## src/rtl/sdr_seq_pkg.sv

```systemverilog
package sdr_seq_pkg;

  // {cs_n, ras_n, cas_n, we_n}
  typedef enum logic [3:0] {
    CMD_LMR = 4'b0000,
    CMD_ARF = 4'b0001,
    CMD_PCH = 4'b0010,
    CMD_NOP = 4'b0111
  } sdr_cmd_e;

  typedef enum logic [2:0] {
    ST_CLKEN,
    ST_DELAY,
    ST_PCH_WAIT,
    ST_IARF_WAIT,
    ST_LMR_WAIT,
    ST_RUN
  } seq_st_e;

  localparam int AP_BIT = 10;

  // burst length 1, sequential, CAS latency, standard mode, single writes
  function automatic logic [9:0] mode_word(input logic [1:0] cl);
    return {1'b1, 2'b00, 1'b0, cl, 1'b0, 3'b000};
  endfunction

endpackage

```

## src/rtl/sdr_refresh_timer.sv

```systemverilog
module sdr_refresh_timer #(
  parameter int CNT_W = 13
) (
  input  logic             clk,
  input  logic             rst,
  input  logic             en,
  input  logic [CNT_W-1:0] reload,
  output logic             tick
);

  logic [CNT_W-1:0] cnt;

  always_ff @(posedge clk) begin
    if (rst) begin
      cnt  <= '0;
      tick <= 1'b0;
    end else if (!en) begin
      cnt  <= reload;
      tick <= 1'b0;
    end else if (cnt == '0) begin
      cnt  <= reload;
      tick <= 1'b1;
    end else begin
      cnt  <= cnt - 1'b1;
      tick <= 1'b0;
    end
  end

  AST_TICK_SPACED: assert property (@(posedge clk) disable iff (rst)
    (tick && en && reload != '0) |=> !tick);

endmodule

```

## src/rtl/sdr_cmd_reg.sv

```systemverilog
module sdr_cmd_reg
  import sdr_seq_pkg::*;
#(
  parameter int ADDR_W = 13,
  parameter int BA_W   = 2
) (
  input  logic              clk,
  input  logic              rst,
  input  sdr_cmd_e          cmd_d,
  input  logic [ADDR_W-1:0] addr_d,
  output logic              cs_n,
  output logic              ras_n,
  output logic              cas_n,
  output logic              we_n,
  output logic [BA_W-1:0]   ba,
  output logic [ADDR_W-1:0] addr
);

  always_ff @(posedge clk) begin
    if (rst) begin
      {cs_n, ras_n, cas_n, we_n} <= CMD_NOP;
      ba   <= '0;
      addr <= '0;
    end else begin
      {cs_n, ras_n, cas_n, we_n} <= cmd_d;
      ba   <= '0;
      addr <= addr_d;
    end
  end

endmodule

```

## src/rtl/sdr_init_refresh_seq.sv

```systemverilog
module sdr_init_refresh_seq
  import sdr_seq_pkg::*;
#(
  parameter int ADDR_W  = 13,
  parameter int BA_W    = 2,
  parameter int TIM_W   = 4,
  parameter int PWRUP_W = 16,
  parameter int NREF_W  = 4,
  parameter int REF_W   = 13
) (
  input  logic               clk,
  input  logic               rst,
  input  logic [1:0]         cfg_cas_lat,
  input  logic [PWRUP_W-1:0] cfg_pwrup_cycles,
  input  logic [TIM_W-1:0]   cfg_trp,
  input  logic [TIM_W-1:0]   cfg_trc,
  input  logic [TIM_W-1:0]   cfg_tmrd,
  input  logic [NREF_W-1:0]  cfg_init_refs,
  input  logic [REF_W-1:0]   cfg_ref_reload,
  output logic               sd_cke,
  output logic               sd_cs_n,
  output logic               sd_ras_n,
  output logic               sd_cas_n,
  output logic               sd_we_n,
  output logic [BA_W-1:0]    sd_ba,
  output logic [ADDR_W-1:0]  sd_addr,
  output logic               init_done
);

  localparam int CNT_W = (PWRUP_W > TIM_W) ? PWRUP_W : TIM_W;

  seq_st_e            state, state_n;
  logic [CNT_W-1:0]   wcnt, wcnt_n;
  logic [NREF_W-1:0]  left, left_n;
  logic               cke_q, cke_n;
  logic               rdy_q, rdy_n;
  logic               req_q, tick, issue_ref;
  sdr_cmd_e           cmd_n;
  logic [ADDR_W-1:0]  addr_n;

  always_comb begin
    state_n   = state;
    wcnt_n    = wcnt;
    left_n    = left;
    cke_n     = cke_q;
    rdy_n     = rdy_q;
    cmd_n     = CMD_NOP;
    addr_n    = '0;
    issue_ref = 1'b0;
    if (state == ST_CLKEN) begin
      cke_n   = 1'b1;
      wcnt_n  = CNT_W'(cfg_pwrup_cycles);
      state_n = ST_DELAY;
    end else if (wcnt != '0) begin
      wcnt_n = wcnt - 1'b1;
    end else begin
      case (state)
        ST_DELAY: begin
          cmd_n          = CMD_PCH;
          addr_n[AP_BIT] = 1'b1;
          wcnt_n         = CNT_W'(cfg_trp);
          state_n        = ST_PCH_WAIT;
        end
        ST_PCH_WAIT: begin
          cmd_n   = CMD_ARF;
          wcnt_n  = CNT_W'(cfg_trc);
          left_n  = cfg_init_refs;
          state_n = ST_IARF_WAIT;
        end
        ST_IARF_WAIT: begin
          if (left != '0) begin
            cmd_n  = CMD_ARF;
            left_n = left - 1'b1;
            wcnt_n = CNT_W'(cfg_trc);
          end else begin
            cmd_n   = CMD_LMR;
            addr_n  = ADDR_W'(mode_word(cfg_cas_lat));
            wcnt_n  = CNT_W'(cfg_tmrd);
            state_n = ST_LMR_WAIT;
          end
        end
        ST_LMR_WAIT: begin
          rdy_n   = 1'b1;
          state_n = ST_RUN;
        end
        ST_RUN: begin
          if (req_q || tick) begin
            cmd_n     = CMD_ARF;
            wcnt_n    = CNT_W'(cfg_trc);
            issue_ref = 1'b1;
          end
        end
        default: state_n = ST_CLKEN;
      endcase
    end
  end

  always_ff @(posedge clk) begin
    if (rst) begin
      state <= ST_CLKEN;
      wcnt  <= '0;
      left  <= '0;
      cke_q <= 1'b0;
      rdy_q <= 1'b0;
      req_q <= 1'b0;
    end else begin
      state <= state_n;
      wcnt  <= wcnt_n;
      left  <= left_n;
      cke_q <= cke_n;
      rdy_q <= rdy_n;
      req_q <= (req_q | tick) & ~issue_ref;
    end
  end

  sdr_refresh_timer #(.CNT_W(REF_W)) u_timer (
    .clk    (clk),
    .rst    (rst),
    .en     (rdy_q),
    .reload (cfg_ref_reload),
    .tick   (tick)
  );

  sdr_cmd_reg #(.ADDR_W(ADDR_W), .BA_W(BA_W)) u_cmd (
    .clk    (clk),
    .rst    (rst),
    .cmd_d  (cmd_n),
    .addr_d (addr_n),
    .cs_n   (sd_cs_n),
    .ras_n  (sd_ras_n),
    .cas_n  (sd_cas_n),
    .we_n   (sd_we_n),
    .ba     (sd_ba),
    .addr   (sd_addr)
  );

  assign sd_cke    = cke_q;
  assign init_done = rdy_q;

  logic [3:0] pins;
  assign pins = {sd_cs_n, sd_ras_n, sd_cas_n, sd_we_n};

  AST_NOP_WHILE_CKE_LOW: assert property (@(posedge clk) disable iff (rst)
    !sd_cke |-> pins == CMD_NOP);
  AST_PCH_AUTO_ALL: assert property (@(posedge clk) disable iff (rst)
    pins == CMD_PCH |-> sd_addr[AP_BIT] && sd_ba == '0);
  AST_LMR_BANK0: assert property (@(posedge clk) disable iff (rst)
    pins == CMD_LMR |-> sd_ba == '0 && !init_done);
  AST_READY_HOLDS: assert property (@(posedge clk) disable iff (rst)
    init_done |=> init_done);
  AST_ONLY_ARF_WHEN_READY: assert property (@(posedge clk) disable iff (rst)
    (init_done && pins != CMD_NOP) |-> pins == CMD_ARF);
  AST_EXPIRY_SERVED: assert property (@(posedge clk) disable iff (rst)
    (tick && state == ST_RUN && wcnt == '0) |=> pins == CMD_ARF);
  AST_HELD_UNTIL_ISSUED: assert property (@(posedge clk) disable iff (rst)
    (tick && wcnt != '0) |=> req_q);

endmodule

```

## config.mk

```make
export PLATFORM = sky130hd
export DESIGN_NAME = sdr_init_refresh_seq
export DESIGN_NICKNAME = d
export VERILOG_FILES = /design/src/rtl/sdr_seq_pkg.sv /design/src/rtl/sdr_refresh_timer.sv /design/src/rtl/sdr_cmd_reg.sv /design/src/rtl/sdr_init_refresh_seq.sv
export SDC_FILE = /design/constraint.sdc
export NUM_CORES = 1
export LEC_CHECK = 0
export ABC_AREA = 1
export BUFFER_PORTS_ARGS = -buffer_cell sky130_fd_sc_hd__buf_4
export CAP_MARGIN = 30
export CORE_MARGIN = 1
export CORE_UTILIZATION = 30
export DETAILED_ROUTE_END_ITERATION = 12
export PLACE_DENSITY_LB_ADDON = 0.3
export REMOVE_ABC_BUFFERS = 1
export SYNTH_ARGS = -nofsm -noshare
export SYNTH_HDL_FRONTEND = slang
export SYNTH_SLANG_ARGS = --single-unit
```

## constraint.sdc

```tcl
create_clock -name clk -period 1.99 [get_ports clk]
set_clock_uncertainty 0.1 [all_clocks]
set_input_delay 0.398 -clock clk [delete_from_list [all_inputs] [get_ports clk]]
set_output_delay 0.398 -clock clk [all_outputs]
set_load 0.01 [all_outputs]
```

==> results of run 1 <==
## routing by layer
metal / track usage, % / wire [um]
met4: 4.13 / 89
met3: 3.25 / 360
met1: 17.7 / 3010
met2: 26.8 / 3500
met5: 0 / 0
## metrics by stage
stage / power (mW) / std cells / area, um^2 / hold WS, ns / TNS, ns
floorplan: 1.55 / 408 / 2640 / 0.307 / 0
global placement: 1.77 / 576 / 3220 / 0.321 / 0
detailed placement: 1.77 / 576 / 3220 / 0.331 / 0
CTS: 2.51 / 584 / 3340 / 0.209 / 0
global route: 2.68 / 585 / 3370 / 0.212 / -0.0190
finish: 2.52 / 585 / 3370 / 0.210 / 0
## timing repair
action,CTS,global route
setup endpoints to repair,0,18
endpoints found under the hold margin,0,0
gates resized for setup,0,8
hold buffers,0,0
## cell type report
class / count / area (um^2) / share of cell area [%]
Clock inverter: 3 / 46.3 / 1.37
Inverter: 47 / 184 / 5.46
Tap cell: 108 / 135 / 4.01
Timing Repair Buffer: 60 / 450 / 13.4
Timing Repair inverter: 1 / 7.51 / 0.223
Clock buffer: 5 / 68.8 / 2.04
Sequential cell: 47 / 941 / 27.9
Multi-Input combinational cell: 314 / 1540 / 45.6
## cell families after synthesis
group / count (synthesis) / share of synthesized area, %
and+or+nand+nor: 218 / 35.0
AOI/OAI and AO/OA: 70 / 14.2
buffers and inverters: 65 / 10.8
DFF: 47 / 34.7
xor gates and xnor gates: 10 / 3.23
adders and majority gates: 4 / 1.85
other: 1 / 0.138
## worst max-delay path, cell delays in order (launching register included)
cell and delay (ns):
dfxtp_1 0.31, inv_1 0.12, ha_2 0.23, nand2_1 0.13
nor2_2 0.22, nand2_4 0.12, nand2_4 0.12, clkinvlp_4 0.17
a22oi_1 0.19, nor2_1 0.05
## placed cells by master, fill, tap and decap left out, types with 5 or more instances in the layout
cell type	instances
nand2_1	92
a21oi_1	25
o21ai_0	25
nor2_2	6
clkbuf_8	5
inv_2	6
dfxtp_1	47
a31oi_1	10
nor2_1	69
buf_4	60
inv_1	39
conb_1	12
nand3_1	30
xor2_1	7
## worst paths after layout
check	cells past startpoint	end	slack [ns]
worst max-delay path	9	wcnt[8]	0.13
worst min-delay path	3	wcnt[10]	0.21
worst max register to register	9	wcnt[8]	0.13
worst min register to register	1	u_timer.cnt[0]	0.34
## flip-flops by register name, summed over array words and instances, names as in the netlist
name / cells
left: 4
init_done: 1
u_cmd.addr: 4
req_q: 1
u_cmd.we_n: 1
u_timer.tick: 1
state: 3
wcnt: 16
sd_cke: 1
u_timer.cnt: 13
u_cmd.cas_n: 1
u_cmd.ras_n: 1
## report_power, final
| part | switching [mW] | internal, mW | total (mW) |
|---|---|---|---|
| clock | 0.357 | 0.379 | 0.736 |
| sequential | 0.0666 | 1.01 | 1.08 |
| combinational | 0.427 | 0.273 | 0.700 |
==> results.py, run 1 <==
metrics = {
    "placed_design": {
        "port_buffers": 57,
        "gp_congestion": 0.840,
        "dpl.hpwl_um": 5210,
        "post-place-ws_ns": 0.147,
    },
    "timing": {
        "setup_slack_ns": 0.131,
        "maxSlewViolCount": 0,
        "hold_violations": 0,
        "fin_crit_sh_pct": 93.4,
        "rsz0062_at_grt": "true",
        "finalSetupViolCount": 0,
        "tightestPinTransition_ns": 0.532,
        "max-slew-margin-rel_pct": 64.5,
        "min_period_ns": 1.86,
        "clock.fmax_ghz": 0.538,
    },
    "floorplanning": {
        "die_h_um": 97.0,
        "io_pins": 70,
        "fp.coreArea_um2": 8720,
        "die_area_um2": 9420,
        "die_x_um": 97.0,
        "num_rows": 34,
        "start_util_pct": 31.1,
    },
    "global_route": {
        "grt_start_max_net_pins": 23,
        "grt_usage_pct": 14.9,
        "antenna_found_initial": 0,
        "grt_pass1_vias": 2628,
        "grt_first_pass_wirelength_um": 11600,
        "grt-ovfl-total": 0,
    },
    "critical_path": {
        "path_class": "reg2reg",
        "start_kind": "flop",
        "cp_max_fo": 8,
        "crit_required_ns": 2.10,
        "arrival_ns": 1.96,
        "timing.rr.start": "wcnt[0]",
        "cp-startpoint": "wcnt[0]",
        "end_kind": "flop",
    },
    "route": {
        "drc_errors": 0,
        "via_count": 2813,
        "dr.first_iter.drc_count": 132,
        "viasPerCell": 4.81,
        "dr.pass1.iters": 5,
        "wl_per_cell_um": 11.9,
        "antenna_left": 0,
        "wl_um": 6950,
    },
    "finish": {
        "num-fill-cells": 930,
        "antenna_cells": 0,
        "fin_util_pct": 38.6,
        "drive_above_1_share_pct": 21.0,
        "syn_to_final_growth_pct": 24.3,
        "nNetsFinal": 529,
    },
    "logic_synthesis": {
        "synth.area.top_cells": "dfxtp_1, nand2_1, nor2_1",
        "async_flop_share_pct": 0,
        "post_synth.cell_area_avg_um2": 6.53,
        "yosys_warnings": 0,
        "synth_most_common_cell": "nand2_1",
        "synth_area_um2": 2710,
        "synth_edf_count": 0,
        "ys_top_cells_by_count": "nand2_1, nor2_1, dfxtp_1",
        "synthCells": 415,
        "synth_top_area_share_pct": 34.7,
        "seq_area_frac_synth_pct": 34.7,
        "yosysTopAreaCell": "dfxtp_1",
        "ys_types": 35,
        "yosys_register_bits": 47,
        "synth_top_flop_cell": "dfxtp_1",
    },
    "job": {
        "drv_cap": 0,
    },
    "clock_tree": {
        "cts_buffers": 5,
        "cts_setup_buffers": 0,
        "cts_tree": "done",
        "clk_path_buf_depth": 2,
        "root_buffer": "clkbuf_8",
        "clk_pin_slew_worst_paths_ns": 0.10,
        "worstSkewPairLatency_ns": 0.31,
        "cts_max_level": 2,
        "cts_sinks": 47,
    },
    "min_path": {
        "min_path_type": "in2reg",
        "min_from": "cfg_pwrup_cycles[10]",
    },
    "power": {
        "power_leakage_nw": 1.57,
        "ir_worst_vdd_mv": 0.321,
        "cellPowerDensity_nw_per_um2": 747,
    },
    "outcome": {
        "outcome": "completed",
    },
}
(Power assumes the default switching activity.)
==> inputs of run 2 (changes only) <==
- CORE_ASPECT_RATIO: not set -> 1.1
==> run 2 against run 1 <==
Routed wire length fell by 2.2%. Power fell by 5.7%. Via count down 3.4%. Maximum frequency grew 1.1%. First-iteration DRC count increased by 7.6%. Critical endpoint is now left[0]. Clock power is 20% lower. Count of clock-buffer cells in the layout is 1 higher. Final cell count is 1.0% higher. Core utilization down 0.54 points.
==> results.py, run 2 (synthesis results as in run 1) <==
metrics = {
    "timing": {
        "tightestPinTransition_ns": 0.572,
        "setup_slack_ns": 0.151,
        "fin_crit_sh_pct": 92.4,
        "finalSetupViolCount": 0,
        "finalSetupTns_ns": 0,
        "maxSlewViolCount": 0,
        "max-slew-margin-rel_pct": 61.8,
        "hold_violations": 0,
        "worst_hold_slack_ns": 0.214,
        "rsz0062_at_grt": "false",
        "clock.fmax_ghz": 0.544,
        "min_period_ns": 1.84,
    },
    "floorplanning": {
        "die_h_um": 102,
        "io_pins": 70,
        "start_util_pct": 30.7,
        "fp.coreArea_um2": 8830,
        "num_rows": 36,
        "die_x_um": 92.6,
        "die_area_um2": 9420,
    },
    "power": {
        "power_leakage_nw": 1.58,
        "ir_worst_vdd_mv": 0.284,
        "cellPowerDensity_nw_per_um2": 705,
        "finalPower_mw": 2.37,
    },
    "clock_tree": {
        "worstSkewPairLatency_ns": 0.29,
        "clk_pin_slew_worst_paths_ns": 0.09,
        "root_buffer": "clkbuf_8",
        "cts_sinks": 47,
        "cts_setup_buffers": 0,
        "cts_max_level": 2,
        "postCtsHoldBufs": 0,
        "cts_buffers": 5,
        "cts_tree": "done",
        "clk_path_buf_depth": 2,
    },
    "placed_design": {
        "port_buffers": 57,
        "post-place-ws_ns": 0.0896,
        "gp_congestion": 0.890,
        "dpl.hpwl_um": 5210,
    },
    "critical_path": {
        "arrival_ns": 1.98,
        "cp_max_fo": 7,
        "path_class": "reg2reg",
        "start_kind": "flop",
        "cp_cell_sequence": "inv_1 -> ha_2 -> nand2_2 -> nor2_4 -> nand2_4 -> nor3_4 -> inv_2 -> nor2_1 -> o21a_1",
        "slowest_stage": "nor3_4",
        "cpPeakStageDelay_ns": 0.32,
        "end_kind": "flop",
        "path_buf_inv": 2,
        "crit_required_ns": 2.13,
        "crit_family": "simple AND/OR/NAND/NOR gates",
    },
    "route": {
        "dr.pass1.iters": 6,
        "via_count": 2718,
        "wl_um": 6800,
        "wl_per_cell_um": 11.5,
        "drc_errors": 0,
        "viasPerCell": 4.60,
        "antenna_left": 0,
        "dr.first_iter.drc_count": 142,
    },
    "global_route": {
        "grt_start_max_net_pins": 23,
        "grt_usage_pct": 14.7,
        "grt-ovfl-total": 0,
        "grt_first_pass_wirelength_um": 11200,
        "antenna_found_initial": 0,
        "grt_pass1_vias": 2592,
    },
    "finish": {
        "nNetsFinal": 530,
        "final_cell_mix": "nand2_1, nor2_1, buf_4",
        "top_register": "wcnt",
        "syn_to_final_growth_pct": 24.1,
        "largestRegisters": "wcnt x16, u_timer.cnt x13",
        "final_common_cell": "nand2_1",
        "largest_register_ffs": 16,
        "drive_above_1_share_pct": 21.0,
        "antenna_cells": 0,
    },
    "job": {
        "drv_cap": 0,
    },
    "outcome": {
        "outcome": "completed",
    },
    "min_path": {
        "min_path_type": "in2reg",
    },
}
[run 2: changes by cell type in the layout (fill, tap and decap cells not counted), sizes merged]
cell      before  now
buf           60   61
bufinv         1    0
clkbuf         5    6
clkinv         0    1
clkinvlp       4    2
[run 2: per-layer routing]
layer / wire [um] / GRT usage, %
met1: 2980 / 16.4
met2: 3460 / 28.0
met3: 318 / 3.53
met4: 42 / 3.31
met5: 0 / 0
[run 2: tightest hold or removal path: stages]
cell	delay (ns)
buf_4	0.08
inv_1	0.03
nor2_1	0.08
[run 2: power by group]
part | internal (mW) | switching [mW] | total, mW
logic | 0.276 | 0.427 | 0.703
clock network | 0.273 | 0.318 | 0.592
registers | 1.01 | 0.0636 | 1.08
[run 2: what timing repair did]
action | CTS | global route
setup endpoints to repair | 0 | 23
gates resized for setup | 0 | 9
endpoints found under the hold margin | 0 | 0
[run 2: final cells by class]
| class | count | area, um^2 |
|---|---|---|
| Inverter | 47 | 180 |
| Timing Repair Buffer | 61 | 458 |
| Clock buffer | 6 | 82.6 |
| Sequential cell | 47 | 941 |
| Timing Repair inverter | 1 | 7.51 |
| Clock inverter | 1 | 5.00 |
| Multi-Input combinational cell | 314 | 1550 |
| Tap cell | 114 | 143 |
| Fill cell | 984 | 5470 |
[run 2: worst paths after layout]
path,from,end,slack (ns),cells past startpoint
setup / recovery,wcnt[0],left[0],0.15,9
hold reg to reg,u_timer.cnt[0],u_timer.cnt[0],0.34,1
hold / removal,cfg_cas_lat[1],u_cmd.addr[5],0.21,3
setup reg to reg,wcnt[0],left[0],0.15,9
[run 2: metrics by stage]
stage          instance area, um^2  utilization, %  std cells
4_1_cts                       3320            37.6        590
6_report                      3360            38.1        591
3_3_place_gp                  3240            36.6        583
3_5_place_dp                  3240            36.6        583
5_1_grt                       3360            38.1        591
2_1_floorplan                 2640               -        408
==> inputs of run 3 (changes only) <==
- CORE_UTILIZATION: 30 -> 53
==> run 3 against run 2 <==
Final cell count shrank 9.8%. Global-route usage rose by 8.7 points. Count of clock-buffer cells in the layout fell by 1. Power grew 3.6%. Final area down 1.6%. Combinational power fell by 2%. Core utilization rose by 31 points. Die area fell by 43%. First-iteration DRC count down 16%. Worst hold slack about the same. Clock power rose by 17%. Sequential share of layout area increased by 0.44 points. Critical endpoint is now u_cmd.we_n.
==> results.py, run 3 (synthesis results as in run 1) <==
metrics = {
    "outcome": {
        "outcome": "completed",
    },
    "clock_tree": {
        "clk_path_buf_depth": 2,
        "cts_tree": "done",
        "cts_max_level": 2,
        "cts_buffers": 5,
        "root_buffer": "clkbuf_8",
        "clk_pin_slew_worst_paths_ns": 0.09,
        "worstSkewPairLatency_ns": 0.30,
        "cts_sinks": 47,
        "cts_setup_buffers": 0,
    },
    "floorplanning": {
        "die_area_um2": 5400,
        "io_pins": 70,
        "start_util_pct": 56.7,
        "die_x_um": 70.2,
        "num_rows": 26,
        "fp.coreArea_um2": 4780,
        "die_h_um": 77,
    },
    "finish": {
        "final_cell_mix": "nand2_1, nor2_1, buf_4",
        "antenna_cells": 0,
        "drive_above_1_share_pct": 20.8,
        "design_area_um2": 3310,
        "syn_to_final_growth_pct": 22.1,
        "top_register": "wcnt",
        "largest_register_ffs": 16,
        "largestRegisters": "wcnt x16, u_timer.cnt x13",
        "nNetsFinal": 530,
        "final_common_cell": "nand2_1",
    },
    "job": {
        "drv_cap": 0,
    },
    "critical_path": {
        "r2r_end": "u_cmd.we_n",
        "cp-endpoint": "u_cmd.we_n",
        "cpPeakStageDelay_ns": 0.31,
        "arrival_ns": 1.92,
        "cp-startpoint": "wcnt[0]",
        "worstRegToRegCells": 9,
        "r2r_setup_slack_ns": 0.15,
        "cp_cell_sequence": "inv_1 -> ha_2 -> nand3_2 -> nor2_1 -> nand3_1 -> nor2_1 -> nand2_1 -> a21oi_2 -> nand3_1",
        "timing.rr.start": "wcnt[0]",
        "end_kind": "flop",
        "path_class": "reg2reg",
        "slowest_stage": "dfxtp_1",
        "cp_max_fo": 5,
        "crit_required_ns": 2.07,
        "start_kind": "flop",
    },
    "placed_design": {
        "gp_congestion": 0.861,
        "dpl.hpwl_um": 4720,
        "placed_area_um2": 3160,
        "port_buffers": 57,
    },
    "power": {
        "cellPowerDensity_nw_per_um2": 743,
        "intPower_mw": 1.66,
        "power_leakage_nw": 1.57,
        "pwr-share-seq_pct": 43.8,
        "p_sw_share_pct": 32.6,
        "switchingPower_uw": 802,
        "clockPowerShare_pct": 28.1,
        "ir_worst_vdd_mv": 0.505,
        "p_comb_share_pct": 28.1,
    },
    "min_path": {
        "min_path_type": "in2reg",
    },
    "timing": {
        "maxSlewViolCount": 0,
        "clock.fmax_ghz": 0.543,
        "rsz0062_at_grt": "false",
        "finalSetupViolCount": 0,
        "min_period_ns": 1.84,
        "hold_violations": 0,
        "fin_crit_sh_pct": 92.5,
        "finalSetupTns_ns": 0,
    },
    "route": {
        "dr.first_iter.drc_count": 119,
        "wl_per_cell_um": 11.8,
        "via_count": 2743,
        "antenna_left": 0,
        "drc_errors": 0,
        "wl_um": 6280,
        "viasPerCell": 5.15,
        "dr.pass1.iters": 5,
    },
    "global_route": {
        "grt_first_pass_wirelength_um": 10400,
        "grt-ovfl-total": 0,
        "grt_usage_pct": 23.4,
        "grt_start_max_net_pins": 24,
        "antenna_found_initial": 0,
        "grt_pass1_vias": 2516,
        "grt_util_met2_pct": 42.8,
        "busiest_layer": "met2",
        "use_met3_pct": 5.12,
        "grtUsageMet1_pct": 27.3,
    },
}
## run 3: power by group through the flow
stage / Combinational [mW] / Clock (mW) / Sequential, mW
2_1_floorplan: 0.470 / 0 / 1.08
3_3_place_gp: 0.652 / 0 / 1.09
3_5_place_dp: 0.659 / 0 / 1.10
4_1_cts: 0.664 / 0.702 / 1.07
5_1_grt: 0.791 / 0.736 / 1.08
6_report: 0.691 / 0.691 / 1.08
## run 3: per-layer routing
metal  part of all wire [%]  wire length (um)  up-vias
li1                       -                 -     1432
met1                     42              2660     1225
met2                     52              3240       77
met3                    5.0               313        9
met4                    1.1                68        0
met5                      0                 0        -
## run 3: metrics by stage
| stage | power [mW] | hold WS, ns | setup WS, ns | cells | util [%] |
|---|---|---|---|---|---|
| after global placement | 1.75 | 0.318 | 0.189 | 524 | 66.0 |
| final | 2.46 | 0.214 | 0.149 | 533 | 69.2 |
| after CTS | 2.44 | 0.209 | 0.118 | 531 | 68.2 |
| after floorplan | 1.55 | 0.307 | 0.380 | 408 | - |
| after global routing | 2.61 | 0.215 | 0.00752 | 533 | 69.2 |
| after detailed placement | 1.75 | 0.319 | 0.139 | 524 | 66.0 |
## run 3: worst max-delay path, delay by kind of cell (launching register included)
kind,cells,cell delay [ns]
AOI/OAI and AO/OA,1,0.17
DFF,1,0.31
and+or+nand+nor,6,0.78
adders and majority gates,1,0.24
buffers and inverters,1,0.13
## run 3: final cells by class
| type | instances | area [um^2] |
|---|---|---|
| Multi-Input combinational cell | 314 | 1550 |
| Timing Repair Buffer | 60 | 450 |
| Clock buffer | 5 | 68.8 |
| Sequential cell | 47 | 941 |
| Fill cell | 448 | 1470 |
| Inverter | 47 | 184 |
| Clock inverter | 2 | 37.5 |
| Tap cell | 56 | 70.1 |
| Timing Repair inverter | 2 | 12.5 |
## run 3: worst min path at each step
| stage | startpoint | end | slack (ns) | depth (start not counted) |
|---|---|---|---|---|
| floorplan | u_timer.cnt[0] | u_timer.cnt[0] | 0.31 | 1 |
| global placement | u_timer.cnt[0] | u_timer.cnt[0] | 0.32 | 1 |
| detailed placement | u_timer.cnt[0] | u_timer.cnt[0] | 0.32 | 1 |
| CTS | cfg_cas_lat[1] | u_cmd.addr[5] | 0.21 | 3 |
| global route | cfg_cas_lat[0] | u_cmd.addr[4] | 0.21 | 3 |
| finish | cfg_cas_lat[1] | u_cmd.addr[5] | 0.21 | 3 |
## run 3: repair_timing
action | in CTS | in global routing
gates resized for setup | 0 | 9
hold buffers | 0 | 0
setup endpoints to repair | 0 | 12
hold endpoints to repair | 0 | 0
